--- src/rtl/adc_host_pkg.sv ---
package adc_host_pkg;
  typedef enum logic [2:0] {
    S_IDLE,
    S_SETUP,
    S_XFER,
    S_WAIT_LO,
    S_WAIT_HI
  } host_state_t;
endpackage

--- src/rtl/adc_ioclk_gen.sv ---
// I/O clock divider: equal high/low phases of DIV_HALF system cycles.
// Strobes mark the system clock edge at which io_clk changes.
module adc_ioclk_gen #(
  parameter int DIV_HALF = 2
) (
  input  logic clk,
  input  logic rst,
  input  logic run,
  output logic io_clk,
  output logic rise_now,
  output logic fall_now
);
  localparam int CW = $clog2(DIV_HALF + 1);

  logic [CW-1:0] ph_cnt;
  logic          clk_q;
  logic          edge_now;

  assign edge_now = run && (ph_cnt == CW'(DIV_HALF - 1));
  assign rise_now = edge_now && !clk_q;
  assign fall_now = edge_now && clk_q;
  assign io_clk   = clk_q;

  always_ff @(posedge clk) begin
    if (rst || !run) begin
      ph_cnt <= '0;
      clk_q  <= 1'b0;
    end else if (edge_now) begin
      ph_cnt <= '0;
      clk_q  <= ~clk_q;
    end else begin
      ph_cnt <= ph_cnt + 1'b1;
    end
  end

  // a stopped divider leaves the I/O clock low
  p_stop_low_r2: assert property (@(posedge clk) disable iff (rst)
    !run |=> !io_clk);
endmodule

--- src/rtl/adc_frame_shifter.sv ---
// Address serializer and result deserializer for one frame.
module adc_frame_shifter #(
  parameter int FRAME_CLKS = 12,
  parameter int ADDR_W     = 4,
  parameter int DATA_W     = 10
) (
  input  logic              clk,
  input  logic              rst,
  input  logic              load,
  input  logic [ADDR_W-1:0] chan,
  input  logic              rise_now,
  input  logic              fall_now,
  input  logic              sdata_in,
  output logic              addr_out,
  output logic [DATA_W-1:0] data,
  output logic              done
);
  localparam int MAXC = (FRAME_CLKS > DATA_W) ? FRAME_CLKS : DATA_W;
  localparam int CW   = $clog2(MAXC + 1);

  logic [CW-1:0]     rise_cnt;
  logic [CW-1:0]     fall_cnt;
  logic [ADDR_W-1:0] addr_sh;
  logic [DATA_W-1:0] data_sh;

  always_ff @(posedge clk) begin
    if (rst) begin
      rise_cnt <= '0;
      fall_cnt <= '0;
      addr_sh  <= '0;
      data_sh  <= '0;
    end else if (load) begin
      rise_cnt <= '0;
      fall_cnt <= '0;
      addr_sh  <= chan;
      data_sh  <= '0;
    end else begin
      if (rise_now) begin
        rise_cnt <= rise_cnt + 1'b1;
        if (rise_cnt < CW'(DATA_W))
          data_sh <= {data_sh[DATA_W-2:0], sdata_in};
      end
      if (fall_now) begin
        fall_cnt <= fall_cnt + 1'b1;
        addr_sh  <= {addr_sh[ADDR_W-2:0], 1'b0};
      end
    end
  end

  assign addr_out = addr_sh[ADDR_W-1];
  assign data     = data_sh;
  assign done     = fall_now && (fall_cnt == CW'(FRAME_CLKS - 1));

  // never more rising edges than the frame length
  p_rise_bound_r2: assert property (@(posedge clk) disable iff (rst)
    rise_now |-> rise_cnt < CW'(FRAME_CLKS));
  // address bit steady across its sampling edge
  p_addr_stable_r4: assert property (@(posedge clk) disable iff (rst)
    (rise_now && rise_cnt < CW'(ADDR_W)) |-> $stable(addr_out));
endmodule

--- src/rtl/adc_tag_pipe.sv ---
// Holds the channel of the frame in flight and of the one before it.
module adc_tag_pipe #(
  parameter int ADDR_W = 4
) (
  input  logic              clk,
  input  logic              rst,
  input  logic              load,
  input  logic [ADDR_W-1:0] chan,
  input  logic              advance,
  output logic [ADDR_W-1:0] prev_chan,
  output logic              prev_ok
);
  logic [ADDR_W-1:0] cur_chan;

  always_ff @(posedge clk) begin
    if (rst) begin
      cur_chan  <= '0;
      prev_chan <= '0;
      prev_ok   <= 1'b0;
    end else begin
      if (load)
        cur_chan <= chan;
      if (advance) begin
        prev_chan <= cur_chan;
        prev_ok   <= 1'b1;
      end
    end
  end

  // once a tag is valid it stays valid until reset
  p_tag_sticky_r6: assert property (@(posedge clk) disable iff (rst)
    prev_ok |=> prev_ok);
endmodule

--- src/rtl/adc_serial_host.sv ---
module adc_serial_host
  import adc_host_pkg::*;
#(
  parameter int DIV_HALF     = 2,
  parameter int FRAME_CLKS   = 12,
  parameter int SETUP_CYCLES = 3,
  parameter int EOC_TIMEOUT  = 200,
  parameter int HOLD_CS_LOW  = 0,
  parameter int ADDR_W       = 4,
  parameter int DATA_W       = 10
) (
  input  logic              clk,
  input  logic              rst,
  input  logic              req_valid,
  input  logic [ADDR_W-1:0] req_chan,
  output logic              req_ready,
  output logic              cs_n,
  output logic              io_clk,
  output logic              addr_out,
  input  logic              sdata_in,
  input  logic              eoc_in,
  output logic              res_valid,
  output logic [DATA_W-1:0] res_data,
  output logic [ADDR_W-1:0] res_chan,
  output logic              res_tag_ok,
  output logic              timeout_err
);
  localparam int SCW = $clog2(SETUP_CYCLES + 1);
  localparam int TCW = $clog2(EOC_TIMEOUT + 1);

  host_state_t       state;
  logic [SCW-1:0]    setup_cnt;
  logic [TCW-1:0]    tmo_cnt;
  logic              cs_q;
  logic              eoc_s1, eoc_s2;
  logic              accept;
  logic              run;
  logic              rise_now, fall_now;
  logic              frame_done;
  logic [DATA_W-1:0] shift_data;
  logic [ADDR_W-1:0] prev_chan;
  logic              prev_ok;
  logic              tmo_hit;

  assign req_ready = (state == S_IDLE);
  assign accept    = req_valid && req_ready;
  assign run       = (state == S_XFER);
  assign cs_n      = cs_q;
  assign tmo_hit   = (tmo_cnt == TCW'(EOC_TIMEOUT - 1));

  always_ff @(posedge clk) begin
    if (rst) begin
      eoc_s1 <= 1'b1;
      eoc_s2 <= 1'b1;
    end else begin
      eoc_s1 <= eoc_in;
      eoc_s2 <= eoc_s1;
    end
  end

  adc_ioclk_gen #(.DIV_HALF(DIV_HALF)) u_clkgen (
    .clk      (clk),
    .rst      (rst),
    .run      (run),
    .io_clk   (io_clk),
    .rise_now (rise_now),
    .fall_now (fall_now)
  );

  adc_frame_shifter #(
    .FRAME_CLKS (FRAME_CLKS),
    .ADDR_W     (ADDR_W),
    .DATA_W     (DATA_W)
  ) u_shift (
    .clk      (clk),
    .rst      (rst),
    .load     (accept),
    .chan     (req_chan),
    .rise_now (rise_now),
    .fall_now (fall_now),
    .sdata_in (sdata_in),
    .addr_out (addr_out),
    .data     (shift_data),
    .done     (frame_done)
  );

  adc_tag_pipe #(.ADDR_W(ADDR_W)) u_tags (
    .clk       (clk),
    .rst       (rst),
    .load      (accept),
    .chan      (req_chan),
    .advance   (frame_done),
    .prev_chan (prev_chan),
    .prev_ok   (prev_ok)
  );

  always_ff @(posedge clk) begin
    if (rst) begin
      state       <= S_IDLE;
      cs_q        <= 1'b1;
      setup_cnt   <= '0;
      tmo_cnt     <= '0;
      res_valid   <= 1'b0;
      res_data    <= '0;
      res_chan    <= '0;
      res_tag_ok  <= 1'b0;
      timeout_err <= 1'b0;
    end else begin
      res_valid   <= 1'b0;
      timeout_err <= 1'b0;
      case (state)
        S_IDLE: begin
          if (accept) begin
            cs_q      <= 1'b0;
            setup_cnt <= '0;
            state     <= cs_q ? S_SETUP : S_XFER;
          end
        end
        S_SETUP: begin
          if (setup_cnt == SCW'(SETUP_CYCLES - 1))
            state <= S_XFER;
          else
            setup_cnt <= setup_cnt + 1'b1;
        end
        S_XFER: begin
          if (frame_done) begin
            res_valid  <= 1'b1;
            res_data   <= shift_data;
            res_chan   <= prev_chan;
            res_tag_ok <= prev_ok;
            tmo_cnt    <= '0;
            state      <= S_WAIT_LO;
          end
        end
        S_WAIT_LO: begin
          if (tmo_hit) begin
            timeout_err <= 1'b1;
            cs_q        <= (HOLD_CS_LOW == 0);
            state       <= S_IDLE;
          end else begin
            tmo_cnt <= tmo_cnt + 1'b1;
            if (!eoc_s2)
              state <= S_WAIT_HI;
          end
        end
        S_WAIT_HI: begin
          if (tmo_hit) begin
            timeout_err <= 1'b1;
            cs_q        <= (HOLD_CS_LOW == 0);
            state       <= S_IDLE;
          end else begin
            tmo_cnt <= tmo_cnt + 1'b1;
            if (eoc_s2) begin
              cs_q  <= (HOLD_CS_LOW == 0);
              state <= S_IDLE;
            end
          end
        end
        default: state <= S_IDLE;
      endcase
    end
  end

  // chip select held low while the I/O clock runs
  p_cs_low_xfer_r3: assert property (@(posedge clk) disable iff (rst)
    (state == S_XFER) |-> !cs_n);
  // I/O clock rests low outside the clocking phase
  p_ioclk_rest_r2: assert property (@(posedge clk) disable iff (rst)
    (state != S_XFER) |-> !io_clk);
  // a result strobe is never seen while a new request could be taken
  p_busy_on_result_r7: assert property (@(posedge clk) disable iff (rst)
    res_valid |-> !req_ready);
  // timeout counter stays within its window
  p_tmo_bound_r8: assert property (@(posedge clk) disable iff (rst)
    tmo_cnt < TCW'(EOC_TIMEOUT));
  // error report is a single-cycle pulse
  p_err_pulse_r8: assert property (@(posedge clk) disable iff (rst)
    timeout_err |=> !timeout_err);

  generate
    if (HOLD_CS_LOW == 0) begin : g_toggle_cs
      // chip select released whenever idle
      p_cs_idle_high_r9: assert property (@(posedge clk) disable iff (rst)
        (state == S_IDLE) |-> cs_n);
    end else begin : g_hold_cs
      // once low, chip select stays low
      p_cs_hold_r9: assert property (@(posedge clk) disable iff (rst)
        !cs_n |=> !cs_n);
    end
  endgenerate
endmodule

--- config.mk ---
export PLATFORM = sky130hd
export DESIGN_NAME = adc_serial_host
export DESIGN_NICKNAME = d
export VERILOG_FILES = /design/src/rtl/adc_host_pkg.sv /design/src/rtl/adc_ioclk_gen.sv /design/src/rtl/adc_frame_shifter.sv /design/src/rtl/adc_tag_pipe.sv /design/src/rtl/adc_serial_host.sv
export SDC_FILE = /design/constraint.sdc
export NUM_CORES = 1
export LEC_CHECK = 0
export BUFFER_PORTS_ARGS = -buffer_cell sky130_fd_sc_hd__buf_2
export CORE_MARGIN = 2
export CORE_UTILIZATION = 45
export DETAILED_ROUTE_END_ITERATION = 7
export PLACE_DENSITY_LB_ADDON = 0.05
export SLEW_MARGIN = 20
export SYNTH_ARGS = -nofsm -noshare
export SYNTH_HDL_FRONTEND = slang
export SYNTH_SLANG_ARGS = --single-unit
export TNS_END_PERCENT = 30
--- constraint.sdc ---
create_clock -name clk -period 2.1 [get_ports clk]
set_input_delay 0.42 -clock clk [delete_from_list [all_inputs] [get_ports clk]]
set_output_delay 0.42 -clock clk [all_outputs]
set_load 0.1 [all_outputs]
==> flow_results.org, run 1 <==
** Finish
- At the end of the flow the core is filled with cells to between 50% and 60%.
- Relative to the synthesized area, the layout overhead comes to 19.02%.
- FF+latch area :: 1343 sq um
- FILL cells :: between 500 and 600
- 0 antenna diodes ended up in the layout.
- Multi-input combinational cell area :: about 1300 sq um
- At the end of the flow, the number of nets in the layout was roughly 370.
- The post-route netlist has between 20% and 30% of its cells at a drive strength greater than 1.
- Once layout is complete, the cells apart from fillers number 433.
- Layout Cell Area excl Fill :: 3233 sq um

** Synth
- Number of nets produced by synthesis :: about 330
- Gate count of the mapped netlist :: between 300 and 400
- Sequential cells were found to cover roughly 49% of the synthesized design area.
- Yosys instantiated no cell more often than sky130_fd_sc_hd__dfxtp_1.
- Cell types with the highest counts after synthesis :: sky130_fd_sc_hd__dfxtp_1 (67), sky130_fd_sc_hd__nand2_1 (59), sky130_fd_sc_hd__a21oi_1 (41), sky130_fd_sc_hd__nor2_1 (23)
- By area the synthesized netlist is led by sky130_fd_sc_hd__dfxtp_1 (49%), sky130_fd_sc_hd__nand2_1 (8.2%), sky130_fd_sc_hd__a21oi_1 (7.6%).
- Count of different cell masters after synthesis :: 41
- Counting flops with a built-in enable in the synthesized netlist gives 0.
- Dividing the synthesized area by the synthesized cell count gives ~8.7 sq um.
- Most used flip-flop cell after synthesis :: sky130_fd_sc_hd__dfxtp_1
- Total of flip-flops plus latches after synthesis :: 67
- Count of yosys warnings during synthesis :: 0
- Top cell type by total area after synthesis :: sky130_fd_sc_hd__dfxtp_1
- In this run the biggest area consumer among cell types represents about half of the synthesized area.
- The cell area that synthesis handed to floorplanning was around 2700 sq um.
- Fraction of synthesis flops using an asynchronous set or reset pin :: 0%

** Clock tree
- Clock buffers created by TritonCTS :: 9
- Clock-pin slew was measured on the worst setup and hold paths at ~70 ps.
- At the later pin of the worst-skew pair, clock insertion delay measures 330 ps.
- TritonCTS built the clock tree.
- The clock net in this run drives a total of 67 sinks.
- Hold_buf cts :: 0
- H-tree level count :: 3
- CTS max path bufs :: 2
- Buffers inserted by post-CTS timing repair :: 0
- CTS Root Buffer Type :: sky130_fd_sc_hd__clkbuf_8
- After clock tree synthesis, the repair step resized 0 gates.

** Worst setup path
- The worst setup path is captured at an output pin.
- The setup check on the worst reg-to-reg path leaves a slack of between 100 and 150 ps.
- At the worst endpoint, the arrival time is roughly 1600 ps.
- Type of the worst setup path :: reg2out
- Startpoint Class :: flip-flop
- Req. time, crit path :: about 1700 ps
- In this run the critical register-to-register path is launched from u_shift.fall_cnt[0].
- Number of cells traversed by the worst register-to-register path :: 7
- In this run the worst path has a maximum fanout of 8.
- The worst register-to-register path ends at tmo_cnt[3].

** Die
- The floorplan step defined a die boundary enclosing ~6700 sq um.
- Die width :: 81.70 um
- For this design the top-level I/O count stands at 30.
- The initial utilization of the core area, before any placement, comes to approximately 46%.
- Std cell rows :: 28
- Die height :: slightly above 80 um
- In this run the standard cell core region covers roughly 6000 sq um.

** STA
- The number of pins exceeding their max-slew limit in the final report came to 0.
- Adding up every negative setup slack in the final design gives 0 ps.
- Of the available clock period, the critical path in the final layout requires a little over nine tenths.
- Worst slew margin :: between 60% and 70%
- Final setup violation count :: 0
- The number of hold violations in the final report is 0.
- Based on the critical path, the design can be clocked at up to roughly 0.50 GHz.
- Transition time at the pin with the least slew margin :: between 400 and 500 ps
- Time the worst path needs with I/O delays and setup :: between 2000 and 2500 ps
- Clock skew on the completed layout was measured at about 9.7 ps.
- The tightest hold path in the finished design has a slack of about 270 ps.
- Worst setup slack after layout :: 86.66 ps

** Placement
- Once placement finished, the instance area stood at around 3000 sq um.
- Quantity of I/O buffers inserted on ports :: 29
- Including well taps, the total number of placed cells is 417.
- At the placement stage, the worst setup path has a slack of between 100 and 150 ps.
- Half-perimeter wire length after detailed placement :: approximately 4 mm
- Global placement routability congestion :: 0.8112

** Pwr
- Sequential cells burn ~45% of the power.
- Psw :: around 1.0 mW
- In this run the static leakage power is approximately 1.2 nW.
- Gate power share :: between 20% and 30%
- Per report_power, the clock group accounts for 32.9% of the total.
- Int Pwr :: between 2 and 2.5 mW
- Maximum resistive drop on vdd :: 0.7143 mV
- For this design the ratio of total power to cell area is 959.2 nW/um^2.
- Overall power consumption after layout is estimated at a little over 3 mW.
- Switching power as a share of total power :: between 30% and 40%

** Route
- WL per Instance :: around 13 um
- After detailed routing, the met3 layer carries 197 um of wire.
- In the routed layout, each cell is associated on average with a via count of about 5.2.
- After the first detailed-routing iteration, the DRC count stood at 117.
- Routed signal wires occupy layers up through met4.
- Total wire length after detailed routing :: around 5.7 mm
- Met2 WL :: 2.374 mm
- In this run the remaining antenna-violating nets after routing total 0.
- In the final routing, the length of wire on met1 measures 3.001 mm.
- In the routed design, unresolved DRC markers number 0.
- The pre-antenna-repair detailed-routing pass consisted of 5 iterations.
- Total vias in the final route :: approximately 2300

** Global routing
- Vias in the first global route :: between 1500 and 2000
- Remaining Overflow, GRT :: 0
- First-pass GRT wire length :: between 9 and 10 mm
- Global routing used between 10% and 20% of the available tracks.
- Entering global routing, the biggest net connects 21 pins.
- The number of antenna violations at the first check in global routing came to 0.

** Hold path
- The startpoint identified for the worst hold timing path is eoc_in.
- Hold-critical path endpoint :: eoc_s1
- Min-Delay Path Class :: in2reg
- The worst hold path passes through 2 cells.

** Run status
- Run status :: complete, no violations

** Job
- The tool flagged a number of max-cap violations equal to 0.
-- cell families after synthesis --
group | count (synthesis) | share of synthesized area (%)
AOI/OAI and AO/OA | 65 | 13.63
xor gates and xnor gates | 6 | 1.935
adders and majority gates | 5 | 2.303
buffers and inverters | 22 | 3.501
DFF | 67 | 49.38
muxes | 13 | 4.929
and+or+nand+nor | 134 | 24.32
-- critical path, cell delays in order, from the launching register on --
cell and delay [ps]:
sky130_fd_sc_hd__dfxtp_1 390, sky130_fd_sc_hd__buf_4 180, sky130_fd_sc_hd__nor3_4 230, sky130_fd_sc_hd__buf_2 470
-- layout by cell type (no fill, tap or decap), types with 5 or more instances in the layout --
cell type                   n
sky130_fd_sc_hd__dfxtp_1   66
sky130_fd_sc_hd__nand2_1   59
sky130_fd_sc_hd__nor2_1    23
sky130_fd_sc_hd__mux2i_1   10
sky130_fd_sc_hd__ha_1       5
sky130_fd_sc_hd__buf_4     19
sky130_fd_sc_hd__o21ai_0    8
sky130_fd_sc_hd__or3_1      7
sky130_fd_sc_hd__nand2b_1   5
sky130_fd_sc_hd__a21oi_1   41
sky130_fd_sc_hd__clkbuf_8   9
sky130_fd_sc_hd__buf_2     29
sky130_fd_sc_hd__nand3_1    6
-- registers in the layout, summed over array words and instances (netlist names), 2 cells and up --
register          flops
u_tags.cur_chan       4
u_tags.prev_chan      4
tmo_cnt               8
u_shift.addr_sh       4
res_chan              4
setup_cnt             2
u_clkgen.ph_cnt       2
u_shift.rise_cnt      4
state                 3
u_shift.data         10
u_shift.fall_cnt      4
res_data             10
-- routing by layer --
layer | track usage [%] | vias up
met5 | 0 | -
met4 | 7.667 | 0
met3 | 4.505 | 11
met2 | 26.31 | 35
met1 | 26.43 | 1038
li1 | - | 1172
-- power groups by stage --
stage	Sequential, mW	Clock (mW)	Combinational [mW]
after CTS	1.39	1.04	0.686
after global placement	1.41	0	0.679
after detailed placement	1.41	0	0.683
after global routing	1.39	1.10	0.758
final	1.39	1.02	0.694
after floorplan	1.47	0	0.460
-- final cells by class --
| cell class | count | share of cell area (%) |
|---|---|---|
| Multi-Input combinational cell | 223 | 39.94 |
| Clock buffer | 10 | 3.947 |
| Inverter | 4 | 0.4644 |
| Timing Repair Buffer | 49 | 9.520 |
| Clock inverter | 5 | 1.703 |
| Tap cell | 75 | 2.902 |
| Sequential cell | 67 | 41.52 |
-- how the worst max path moves through the flow --
stage	to	cells after the start	startpoint	slack (ps)
after floorplan	u_shift.rise_cnt[0]	7	state[1]	30
after global placement	tmo_cnt[4]	7	u_shift.fall_cnt[0]	230
after detailed placement	tmo_cnt[3]	7	u_shift.fall_cnt[0]	110
after CTS	tmo_cnt[3]	7	u_shift.fall_cnt[0]	70
after global routing	tmo_cnt[3]	7	u_shift.fall_cnt[0]	-9
final	req_ready	3	state[1]	90
No activity file was read; power rests on OpenSTA's default activity.
==> run 2, diff against run 1 <==
- CAP_MARGIN: unset -> 20
- PLACE_DENSITY: unset -> 0.68
- PLACE_DENSITY_LB_ADDON: 0.05 -> unset
==> run 2 against run 1 <==
Effect of this change: die area stayed put; design area is 0.15% lower; critical endpoint unchanged; critical path depth unchanged; wire length shrank 9.3%; fmax is 2.7% higher; first-iteration DRC count is 23% lower; via count decreased by 0.66%; count of clock-buffer cells in the layout up 1; clock power increased by 22%.
==> flow_results.org, run 2 (synthesis gave the netlist of run 1 again) <==
** Clock tree
- The tree is rooted in a sky130_fd_sc_hd__clkbuf_8.
- The count of instances resized after the clock tree is built was 0 (unchanged).
- CTS tree :: yes
- The maximum level of the CTS H-tree came to 3 (unchanged).
- The clock input transition at the sequential cells of the worst setup and hold paths is 70 ps (about the same).
- Clock buffers created by TritonCTS :: 9 (unchanged)
- Clock sink total :: 67 (unchanged)
- CTS max path bufs :: 2 (unchanged)
- The insertion delay to the later sink of the worst-skew pair is 340 ps (about the same).

** Job
- Total of max-cap violations :: 0 (unchanged)

** Die
- Die height :: 81.70 um (unchanged)
- Die width :: 81.70 um (unchanged)
- The initial core utilization is 46.15% (unchanged).
- The area of the core region is 5886 sq um (unchanged).
- Die area :: 6674 sq um (unchanged)
- Std cell rows :: 28 (unchanged)
- The count of boundary I/O pins is 30 (unchanged).

** Global routing
- The wire length of the first global-routing pass is 8.680 mm (-6.9%).
- The total congestion overflow came to 0 (unchanged).
- Vias in the first global route :: 1961 (-1.9%)
- Maximum number of pins on one net before global-route repair :: 25 (+19%)
- The number of antenna violations at the first check in global routing was 0 (unchanged).
- Total routing resource utilization after global routing :: 16.88% (-1.5 points)

** Route
- Final ANT Viol Nets :: 0 (unchanged)
- WL per Instance :: 12.01 um (-8.3%)
- Drt initial violations :: 90 (-23%)
- Total wire length after detailed routing :: 5.139 mm (-9.3%)
- Total vias in the final route :: 2241 (-0.66%)
- The detailed-router iteration count before antenna repair came to 4 (-1).
- The via count normalized by instance count is 5.236 (+0.50%).
- The total DRC errors in the routed layout was 0 (unchanged).

** STA
- The number of hold violations in the final report is 0 (unchanged).
- Time the worst path needs with I/O delays and setup :: 1961 ps (-52.79 ps)
- Number of max-slew violations in the final report :: 0 (unchanged)
- The transition time at the pin with the least slew margin came to 490.8 ps (-5.715 ps).
- Summed negative setup slack over all endpoints :: 0 ps (unchanged)
- Hold_ws :: 267.9 ps (-5.880 ps)
- Fin crit share :: 93.36% (-2.5 points)
- RSZ-0062 raised after global routing :: false
- Fmax :: 0.5101 GHz (+2.7%)
- Skew final :: 11.55 ps (+1.819 ps)
- Final setup violation count :: 0 (unchanged)
- The worst max-slew margin expressed relative to the limit came to 67.14% (+0.54 points).

** Finish
- The layout cell share with drive strength beyond 1 is 19.26% (-0.85 points).
- FILL cells :: 547 (-6.7%)
- The antenna diode count was 0 (unchanged).
- Commonest cells after routing, fill and taps aside :: sky130_fd_sc_hd__dfxtp_1 (66), sky130_fd_sc_hd__nand2_1 (59), sky130_fd_sc_hd__a21oi_1 (41), sky130_fd_sc_hd__buf_2 (29), sky130_fd_sc_hd__nor2_1 (23)
- Commonest non-fill, non-tap cell in the layout :: sky130_fd_sc_hd__dfxtp_1
- From synthesis to final layout, the design area changed by 18.84%.
- The number of nets in the layout is 362 (-1.6%).

** Pwr
- The power density over cell area came to 1019 nW/um^2 (+6.3%).
- The largest voltage drop on the vdd net is 0.4484 mV (-37%).
- Total power consumption of the routed design :: 3.291 mW (+6.1%)
- The static power due to leakage was 1.184 nW (-1.1%).

** Worst setup path
- Critical path peak fanout :: 10 (+2)
- Crit-path slowest cell :: sky130_fd_sc_hd__buf_2
- Req. time, crit path :: 1680 ps (about the same)
- The register-to-register path setup slack was 190 ps (+50 ps).
- Startpoint Class :: flip-flop
- Traced cell by cell, the critical path runs through buf_4, nor3_4, buf_2.
- The worst setup path is captured at an output pin.
- The peak per-stage delay on the critical path was 460 ps (about the same).
- Type of the worst setup path :: reg2out
- The arrival time at the worst endpoint is 1540 ps (-50 ps).

** Placement
- The HPWL after detailed placement came to 3.531 mm (-11%).
- Quantity of I/O buffers inserted on ports :: 29 (unchanged)
- Global placement routability congestion :: 0.8425 (+3.9%)

** Run status
- Run status :: complete, no violations

** Hold path
- Min-Delay Path Class :: in2reg
[run 2: changes by cell type in the layout (fill, tap and decap cells not counted), sizes merged]
cell    change
inv         +1
clkinv      -2
clkbuf      +1
bufinv      +1
buf         -6
[run 2: path summary, 6_finish.rpt]
path         depth (start not counted)    endpoint  startpoint
max                                  3   req_ready    state[1]
min                                  2      eoc_s1      eoc_in
max reg2reg                          7  tmo_cnt[7]  tmo_cnt[0]
min reg2reg                          1      eoc_s2      eoc_s1
[run 2: area by class of cell]
cell class              instances  area, sq um  share of cell area [%]
clock buffers                  11        151.4                   4.690
well taps                      75        93.84                   2.907
repair buffers                 43        250.2                   7.752
multi-input cells             223         1291                   40.00
flip-flops and latches         67         1343                   41.59
clock inverters                 5        83.83                   2.597
inverters                       4        15.01                  0.4651
[run 2: what timing repair did]
action,CTS,global route
setup endpoints to repair,0,2
setup buffers,0,1
hold buffers,0,0
[run 2: critical path, delay by kind of cell (launching register included)]
| family | cells | cell delay [ps] |
|---|---|---|
| AND/OR/NAND/NOR | 1 | 220 |
| buffers and inverters | 2 | 640 |
| flip-flops | 1 | 340 |
[run 2: routing by layer]
metal  routed length [um]  share of wire [%]  track usage (%)
met3                  155                3.0            4.286
met4                   73                1.4            7.500
met1                 2640                 51            22.05
met5                    0                  0                0
met2                 2270                 44            26.39
[run 2: where the power goes]
part / internal, mW / switching (mW)
Sequential: 1.33 / 0.0454
Combinational: 0.214 / 0.456
Clock: 0.737 / 0.503
Total: 2.29 / 1.00
[run 2: through the flow]
| step | utilization (%) | worst slack [ps] | area [sq um] | cells |
|---|---|---|---|---|
| final | 54.85 | 139.4 | 3228 | 428 |
| after global routing | 54.85 | 39.71 | 3228 | 428 |
| after CTS | 54.72 | 119.5 | 3221 | 427 |
| after detailed placement | 50.72 | 138.4 | 2985 | 411 |
| after global placement | 50.72 | 215.1 | 2985 | 411 |
| after floorplan | - | 32.08 | 2731 | 312 |
